File: src/rtl/spdif_meta_pkg.sv
package spdif_meta_pkg;
   localparam int NUM_IRQ = 2;
   localparam int IRQ_CS  = 0;
   localparam int IRQ_UD  = 1;

   typedef enum logic [2:0] {
      RK_NONE,
      RK_CS,
      RK_UD,
      RK_IEN,
      RK_IDIS,
      RK_MASK,
      RK_STAT
   } reg_kind_e;

   // register map: cs words, ud words, then four control registers
   function automatic reg_kind_e decode_addr(input int unsigned a, input int unsigned nw);
      reg_kind_e k;
      if (a < nw)                k = RK_CS;
      else if (a < 2 * nw)       k = RK_UD;
      else if (a == 2 * nw)      k = RK_IEN;
      else if (a == 2 * nw + 1)  k = RK_IDIS;
      else if (a == 2 * nw + 2)  k = RK_MASK;
      else if (a == 2 * nw + 3)  k = RK_STAT;
      else                       k = RK_NONE;
      return k;
   endfunction
endpackage

File: src/rtl/spdif_meta_bank.sv
module spdif_meta_bank #(
   parameter int WORD_W = 32,
   parameter int NWORDS = 6,
   parameter int WIDX_W = 3,
   parameter int IDX_W  = 8
) (
   input  logic                       clk,
   input  logic                       rst_n,
   input  logic                       wr_stb,
   input  logic [WIDX_W-1:0]          wr_idx,
   input  logic [WORD_W-1:0]          wr_data,
   input  logic                       direct,
   input  logic                       swap,
   input  logic [WIDX_W-1:0]          rd_idx,
   input  logic [IDX_W-1:0]           bit_idx,
   output logic [WORD_W-1:0]          rd_word,
   output logic                       tx_bit,
   output logic [NWORDS*WORD_W-1:0]   active_flat
);
   localparam int BITS = NWORDS * WORD_W;

   logic [WORD_W-1:0] shadow_q [NWORDS];
   logic [WORD_W-1:0] active_q [NWORDS];

   always_ff @(posedge clk) begin
      if (!rst_n) begin
         for (int k = 0; k < NWORDS; k++) begin
            shadow_q[k] <= '0;
            active_q[k] <= '0;
         end
      end else begin
         for (int k = 0; k < NWORDS; k++) begin
            if (wr_stb && (wr_idx == WIDX_W'(k)))
               shadow_q[k] <= wr_data;
            if (direct && wr_stb && (wr_idx == WIDX_W'(k)))
               active_q[k] <= wr_data;
            else if (swap)
               active_q[k] <= shadow_q[k];
         end
      end
   end

   for (genvar k = 0; k < NWORDS; k++) begin : g_flat
      assign active_flat[k*WORD_W +: WORD_W] = active_q[k];
   end

   always_comb begin
      rd_word = '0;
      for (int k = 0; k < NWORDS; k++)
         if (rd_idx == WIDX_W'(k))
            rd_word = shadow_q[k];
   end

   logic [IDX_W-1:0] bit_sel;
   assign bit_sel = (int'(bit_idx) < BITS) ? bit_idx : '0;
   assign tx_bit  = active_flat[bit_sel];
endmodule

File: src/rtl/spdif_meta_fcnt.sv
module spdif_meta_fcnt #(
   parameter int NFRAMES = 192,
   parameter int IDX_W   = 8
) (
   input  logic             clk,
   input  logic             rst_n,
   input  logic             enable,
   input  logic             tick,
   output logic [IDX_W-1:0] idx,
   output logic             swap
);
   localparam logic [IDX_W-1:0] LAST = IDX_W'(NFRAMES - 1);

   logic at_last;
   assign at_last = (idx == LAST);
   assign swap    = enable && tick && at_last;

   always_ff @(posedge clk) begin
      if (!rst_n)
         idx <= '0;
      else if (!enable)
         idx <= '0;
      else if (tick)
         idx <= at_last ? '0 : idx + 1'b1;
   end
endmodule

File: src/rtl/spdif_meta_irq.sv
module spdif_meta_irq #(
   parameter int N = 2
) (
   input  logic         clk,
   input  logic         rst_n,
   input  logic [N-1:0] set_vec,
   input  logic         mask_set,
   input  logic         mask_clr,
   input  logic [N-1:0] bits,
   input  logic         rd_clr,
   output logic [N-1:0] mask,
   output logic [N-1:0] status,
   output logic         irq
);
   always_ff @(posedge clk) begin
      if (!rst_n) begin
         mask   <= '0;
         status <= '0;
      end else begin
         if (mask_set)
            mask <= mask | bits;
         else if (mask_clr)
            mask <= mask & ~bits;
         status <= (rd_clr ? '0 : status) | set_vec;
      end
   end

   assign irq = |(status & mask);
endmodule

File: src/rtl/spdif_meta_buf.sv
module spdif_meta_buf
   import spdif_meta_pkg::*;
#(
   parameter int WORD_W     = 32,
   parameter int BLOCK_BITS = 192,
   localparam int NWORDS    = BLOCK_BITS / WORD_W,
   localparam int ADDR_W    = $clog2(2 * NWORDS + 4)
) (
   input  logic              clk,
   input  logic              rst_n,
   input  logic              tx_enable,
   input  logic              frame_tick,
   input  logic              wr_en,
   input  logic [ADDR_W-1:0] wr_addr,
   input  logic [WORD_W-1:0] wr_data,
   input  logic              rd_en,
   input  logic [ADDR_W-1:0] rd_addr,
   output logic [WORD_W-1:0] rd_data,
   output logic              cs_bit,
   output logic              ud_bit,
   output logic              block_start,
   output logic              irq
);
   localparam int WIDX_W = (NWORDS > 1) ? $clog2(NWORDS) : 1;
   localparam int IDX_W  = $clog2(BLOCK_BITS);
   localparam int NBANK  = 2;

   if (BLOCK_BITS % WORD_W != 0) begin : g_bad_div
      $error("BLOCK_BITS must be a multiple of WORD_W");
   end
   if (WORD_W % 8 != 0) begin : g_bad_bytes
      $error("WORD_W must be whole bytes");
   end
   if (WORD_W < NUM_IRQ) begin : g_bad_irq
      $error("WORD_W too narrow for the status bits");
   end

   reg_kind_e wr_kind, rd_kind;
   assign wr_kind = wr_en ? decode_addr(int'(wr_addr), NWORDS) : RK_NONE;
   assign rd_kind = rd_en ? decode_addr(int'(rd_addr), NWORDS) : RK_NONE;

   logic [ADDR_W-1:0] wr_off_ud, rd_off_ud;
   assign wr_off_ud = wr_addr - ADDR_W'(NWORDS);
   assign rd_off_ud = rd_addr - ADDR_W'(NWORDS);

   logic [IDX_W-1:0] frame_idx;
   logic             swap;

   spdif_meta_fcnt #(.NFRAMES(BLOCK_BITS), .IDX_W(IDX_W)) i_fcnt (
      .clk    (clk),
      .rst_n  (rst_n),
      .enable (tx_enable),
      .tick   (frame_tick),
      .idx    (frame_idx),
      .swap   (swap)
   );

   logic [NBANK-1:0]        bank_wr;
   logic [WIDX_W-1:0]       bank_widx [NBANK];
   logic [WIDX_W-1:0]       bank_ridx [NBANK];
   logic [WORD_W-1:0]       bank_rd   [NBANK];
   logic [NBANK-1:0]        bank_bit;
   logic [BLOCK_BITS-1:0]   bank_act  [NBANK];

   assign bank_wr[IRQ_CS]   = (wr_kind == RK_CS);
   assign bank_wr[IRQ_UD]   = (wr_kind == RK_UD);
   assign bank_widx[IRQ_CS] = wr_addr[WIDX_W-1:0];
   assign bank_widx[IRQ_UD] = wr_off_ud[WIDX_W-1:0];
   assign bank_ridx[IRQ_CS] = rd_addr[WIDX_W-1:0];
   assign bank_ridx[IRQ_UD] = rd_off_ud[WIDX_W-1:0];

   for (genvar b = 0; b < NBANK; b++) begin : g_bank
      spdif_meta_bank #(
         .WORD_W (WORD_W),
         .NWORDS (NWORDS),
         .WIDX_W (WIDX_W),
         .IDX_W  (IDX_W)
      ) i_bank (
         .clk         (clk),
         .rst_n       (rst_n),
         .wr_stb      (bank_wr[b]),
         .wr_idx      (bank_widx[b]),
         .wr_data     (wr_data),
         .direct      (!tx_enable),
         .swap        (swap),
         .rd_idx      (bank_ridx[b]),
         .bit_idx     (frame_idx),
         .rd_word     (bank_rd[b]),
         .tx_bit      (bank_bit[b]),
         .active_flat (bank_act[b])
      );
   end

   logic [NUM_IRQ-1:0] irq_mask, irq_status;

   spdif_meta_irq #(.N(NUM_IRQ)) i_irq (
      .clk      (clk),
      .rst_n    (rst_n),
      .set_vec  ({NUM_IRQ{swap}}),
      .mask_set (wr_kind == RK_IEN),
      .mask_clr (wr_kind == RK_IDIS),
      .bits     (wr_data[NUM_IRQ-1:0]),
      .rd_clr   (rd_kind == RK_STAT),
      .mask     (irq_mask),
      .status   (irq_status),
      .irq      (irq)
   );

   always_comb begin
      unique case (rd_kind)
         RK_CS:   rd_data = bank_rd[IRQ_CS];
         RK_UD:   rd_data = bank_rd[IRQ_UD];
         RK_MASK: rd_data = {{(WORD_W-NUM_IRQ){1'b0}}, irq_mask};
         RK_STAT: rd_data = {{(WORD_W-NUM_IRQ){1'b0}}, irq_status};
         default: rd_data = '0;
      endcase
   end

   assign cs_bit      = bank_bit[IRQ_CS];
   assign ud_bit      = bank_bit[IRQ_UD];
   assign block_start = tx_enable && (frame_idx == '0);
endmodule

File: config.mk
export PLATFORM = sky130hd
export DESIGN_NAME = spdif_meta_buf
export DESIGN_NICKNAME = d
export VERILOG_FILES = /design/src/rtl/spdif_meta_pkg.sv /design/src/rtl/spdif_meta_bank.sv /design/src/rtl/spdif_meta_fcnt.sv /design/src/rtl/spdif_meta_irq.sv /design/src/rtl/spdif_meta_buf.sv
export SDC_FILE = /design/constraint.sdc
export NUM_CORES = 2
export LEC_CHECK = 0
export ABC_AREA = 1
export BUFFER_PORTS_ARGS = -buffer_cell sky130_fd_sc_hd__buf_4
export CAP_MARGIN = 30
export CORE_MARGIN = 2
export CORE_UTILIZATION = 25
export DETAILED_ROUTE_END_ITERATION = 8
export PLACE_DENSITY = 0.46
export RECOVER_POWER = 25
export SLEW_MARGIN = 5
export SYNTH_ARGS = -nofsm -noshare
export SYNTH_HDL_FRONTEND = slang
export SYNTH_SLANG_ARGS = --single-unit
File: constraint.sdc
create_clock -name clk -period 5.1 [get_ports clk]
set_input_delay 0.51 -clock clk [delete_from_list [all_inputs] [get_ports clk]]
set_output_delay 0.51 -clock clk [all_outputs]
set_load 0.02 [all_outputs]
==> metrics.txt <==
area of the multi-input gates=12600 µm²; Net Count, Synth=4139; Die ar.=156000 µm²; crit-path max FO=99; HPWL after detailed placement=99500 µm; violated checks=capacitance limit, slew limit; die height=395 µm; Post-CTS Hold Buffers=0; Buffers on Ports=81; RSZ-0062 raised after global routing=no; endpoints failing setup=0; CTS tree=yes; YS warnings=0; post-cts sizing count=0; pin count of the biggest net entering global routing=141; Sink Count=780; status=finished, violations left; Critical Path RT=4590 ps; initial DRC count=3552; Chip Width=395 µm; layout cells sized above 1=9.49%; most frequent cells in the layout=nand2_1 (1022), edfxtp_1 (768), nor2_1 (546), nand3_1 (456), inv_1 (250); CTS Root Cell=clkbuf_16; remaining global-route overflow=0; initial antenna violation count=5; Worst slew margin=-104%; Cells after Synth=4087; Clock Skew=23.9 ps; max_cap viols=12; Filler cells=15986; DRC Markers=0; Distinct cells, synth=41; Max VDD drop=249 µV; Hold WC Path Type=in2reg; setup TNS=0 ps; postcts setup bufs=0; Rows=143; first-pass GRT wire length=216000 µm; Initial Util=25.2%; final slew viol count=323; final wirelength=152000 µm; Tot Pwr=0.0150 W; core box area=152000 µm²; antenna viol nets, final=0; Yosys top cell area share=60.3%; H-Tree Depth=3; number of global-route vias before repair=29411; Vias/cell=5.01; Pre-antenna DRT Iters=6; min Tclk post-route=4440 ps; CP arrival=3930 ps; LEAKAGE=16.6 nW; Nets=4109; Worst-Margin Slew=3060 ps; area grow syn2layout=14.6%; Clock Latency Late Sink=670 ps; Clock Pin Slew Worst Setup and Hold Paths=60 ps; syn_area_per_cell=9.36 µm²; Worst setup EP type=output port; number of synthesized register bits=780; total number of vias=30823; WS Path Type=reg2out; top cells by area, synth=edfxtp_1 (60%), nand2_1 (10%), nand3_1 (5.9%); FF/Latch Area=23300 µm²; Max clock buf depth=3; total track usage=19.0%; drt wl/cell=24.7 µm; fmax=225 MHz; sequential area share after synthesis=60.9%; most common cell after layout, fill and taps aside=nand2_1; final count of hold timing violations=0; CTS buffer count=85; diode count=0; Worst setup SP type=flop; PD cells=343 nW/µm²; Post-Syn Area=38300 µm²; final worst-path cycle share=87.1%; area leader, netlist=edfxtp_1; gpl congestion=0.869; IO Pins=82
[critical path: stages, from the launching register on]
cell	delay, ps
dfxtp_4	630
nand2_4	350
buf_12	330
o21ai_0	440
nand3_1	120
nand3_1	170
nand3_1	210
nand3_1	120
nand2_1	120
nand2_1	90
nand3_1	220
buf_4	250
[area by class of cell]
| cell class | instances | share of cell area [%] |
|---|---|---|
| Tap cell | 2030 | 5.79 |
| Timing Repair Buffer | 190 | 3.72 |
| Multi-Input combinational cell | 2720 | 28.8 |
| Clock buffer | 106 | 5.13 |
| Sequential cell | 780 | 53.2 |
| Clock inverter | 44 | 0.979 |
| Inverter | 280 | 2.41 |
[stage by stage]
step,util (%),instance area [µm²],worst slack [ps],hold slack (ps),std cells
after floorplan,-,38300,801,460,4087
after global placement,27.1,41100,1040,482,5990
after detailed placement,27.2,41300,1070,486,5997
after CTS,28.9,43900,647,91.8,6147
after global routing,28.9,43800,447,116,6150
final,28.9,43800,660,143,6150
[flip-flops by register name, summed over array words and instances, names as in the netlist, named ones only]
name / cells
g_bank.i_bank.active_q: 384
g_bank.i_bank.shadow_q: 384
i_fcnt.idx: 8
i_irq.status: 2
[power by group]
group | switching (W) | internal, W | leakage (nW) | total [W]
Combinational | 0.000951 | 0.000291 | 7.94 | 0.00124
Sequential | 0.000146 | 0.00742 | 7.40 | 0.00756
Clock | 0.00266 | 0.00356 | 1.30 | 0.00622
Total | 0.00375 | 0.0113 | 16.6 | 0.0150
[layer usage]
layer	up-vias	GRT usage, %	routed length, µm
met2	1386	28.4	65500
met5	-	0	31
li1	13879	-	-
met1	15314	27.1	67500
met4	6	5.46	4460
met3	238	4.62	14300
[final timing paths]
path                   startpoint                                 to  slack [ps]  cells after the start
setup / recovery    i_fcnt.idx[0]                             cs_bit         660                     11
hold / removal         wr_data[5]  g_bank[1].i_bank.active_q[0][165]         140                      3
setup reg to reg    i_fcnt.idx[0]  g_bank[0].i_bank.active_q[0][105]        1360                     12
hold reg to reg   i_irq.status[0]                    i_irq.status[0]         500                      2
[cell usage after synthesis]
master     instances
nor3_2             1
o2111ai_1         29
buf_6              4
buf_2             77
o21bai_4           1
dfxtp_1           12
and3_1             1
o22ai_2            1
nand3b_1          81
nand3_4            5
nand4_1           21
nor2_1           553
nand3_1          454
nand2_1         1025
o22ai_1           77
or2_2             17
clkinv_1           2
o21ai_0          177
edfxtp_1         768
o211ai_1          46
inv_4              1
clkbuf_1         186
a21oi_1          153
o21bai_1           1
a22o_1             3
nor2_2             4
nor3_1             6
nor4_1             3
buf_1             14
nor3b_1            3
a211oi_1           2
xor2_1             2
nand2_2           23
inv_1            253
a31oi_1            1
ha_1               6
inv_2             24
o221ai_1           2
a32oi_1           17
nor2_4             5
buf_4             26
[logic make-up after synthesis]
| family | share of synthesized area, % |
|---|---|
| AOI/OAI and AO/OA | 7.80 |
| adders and majority gates | 0.196 |
| and+or+nand+nor | 24.7 |
| buffers and inverters | 6.35 |
| xor gates and xnor gates | 0.0458 |
| DFF | 60.9 |
Power figures use the tool's default switching activity.
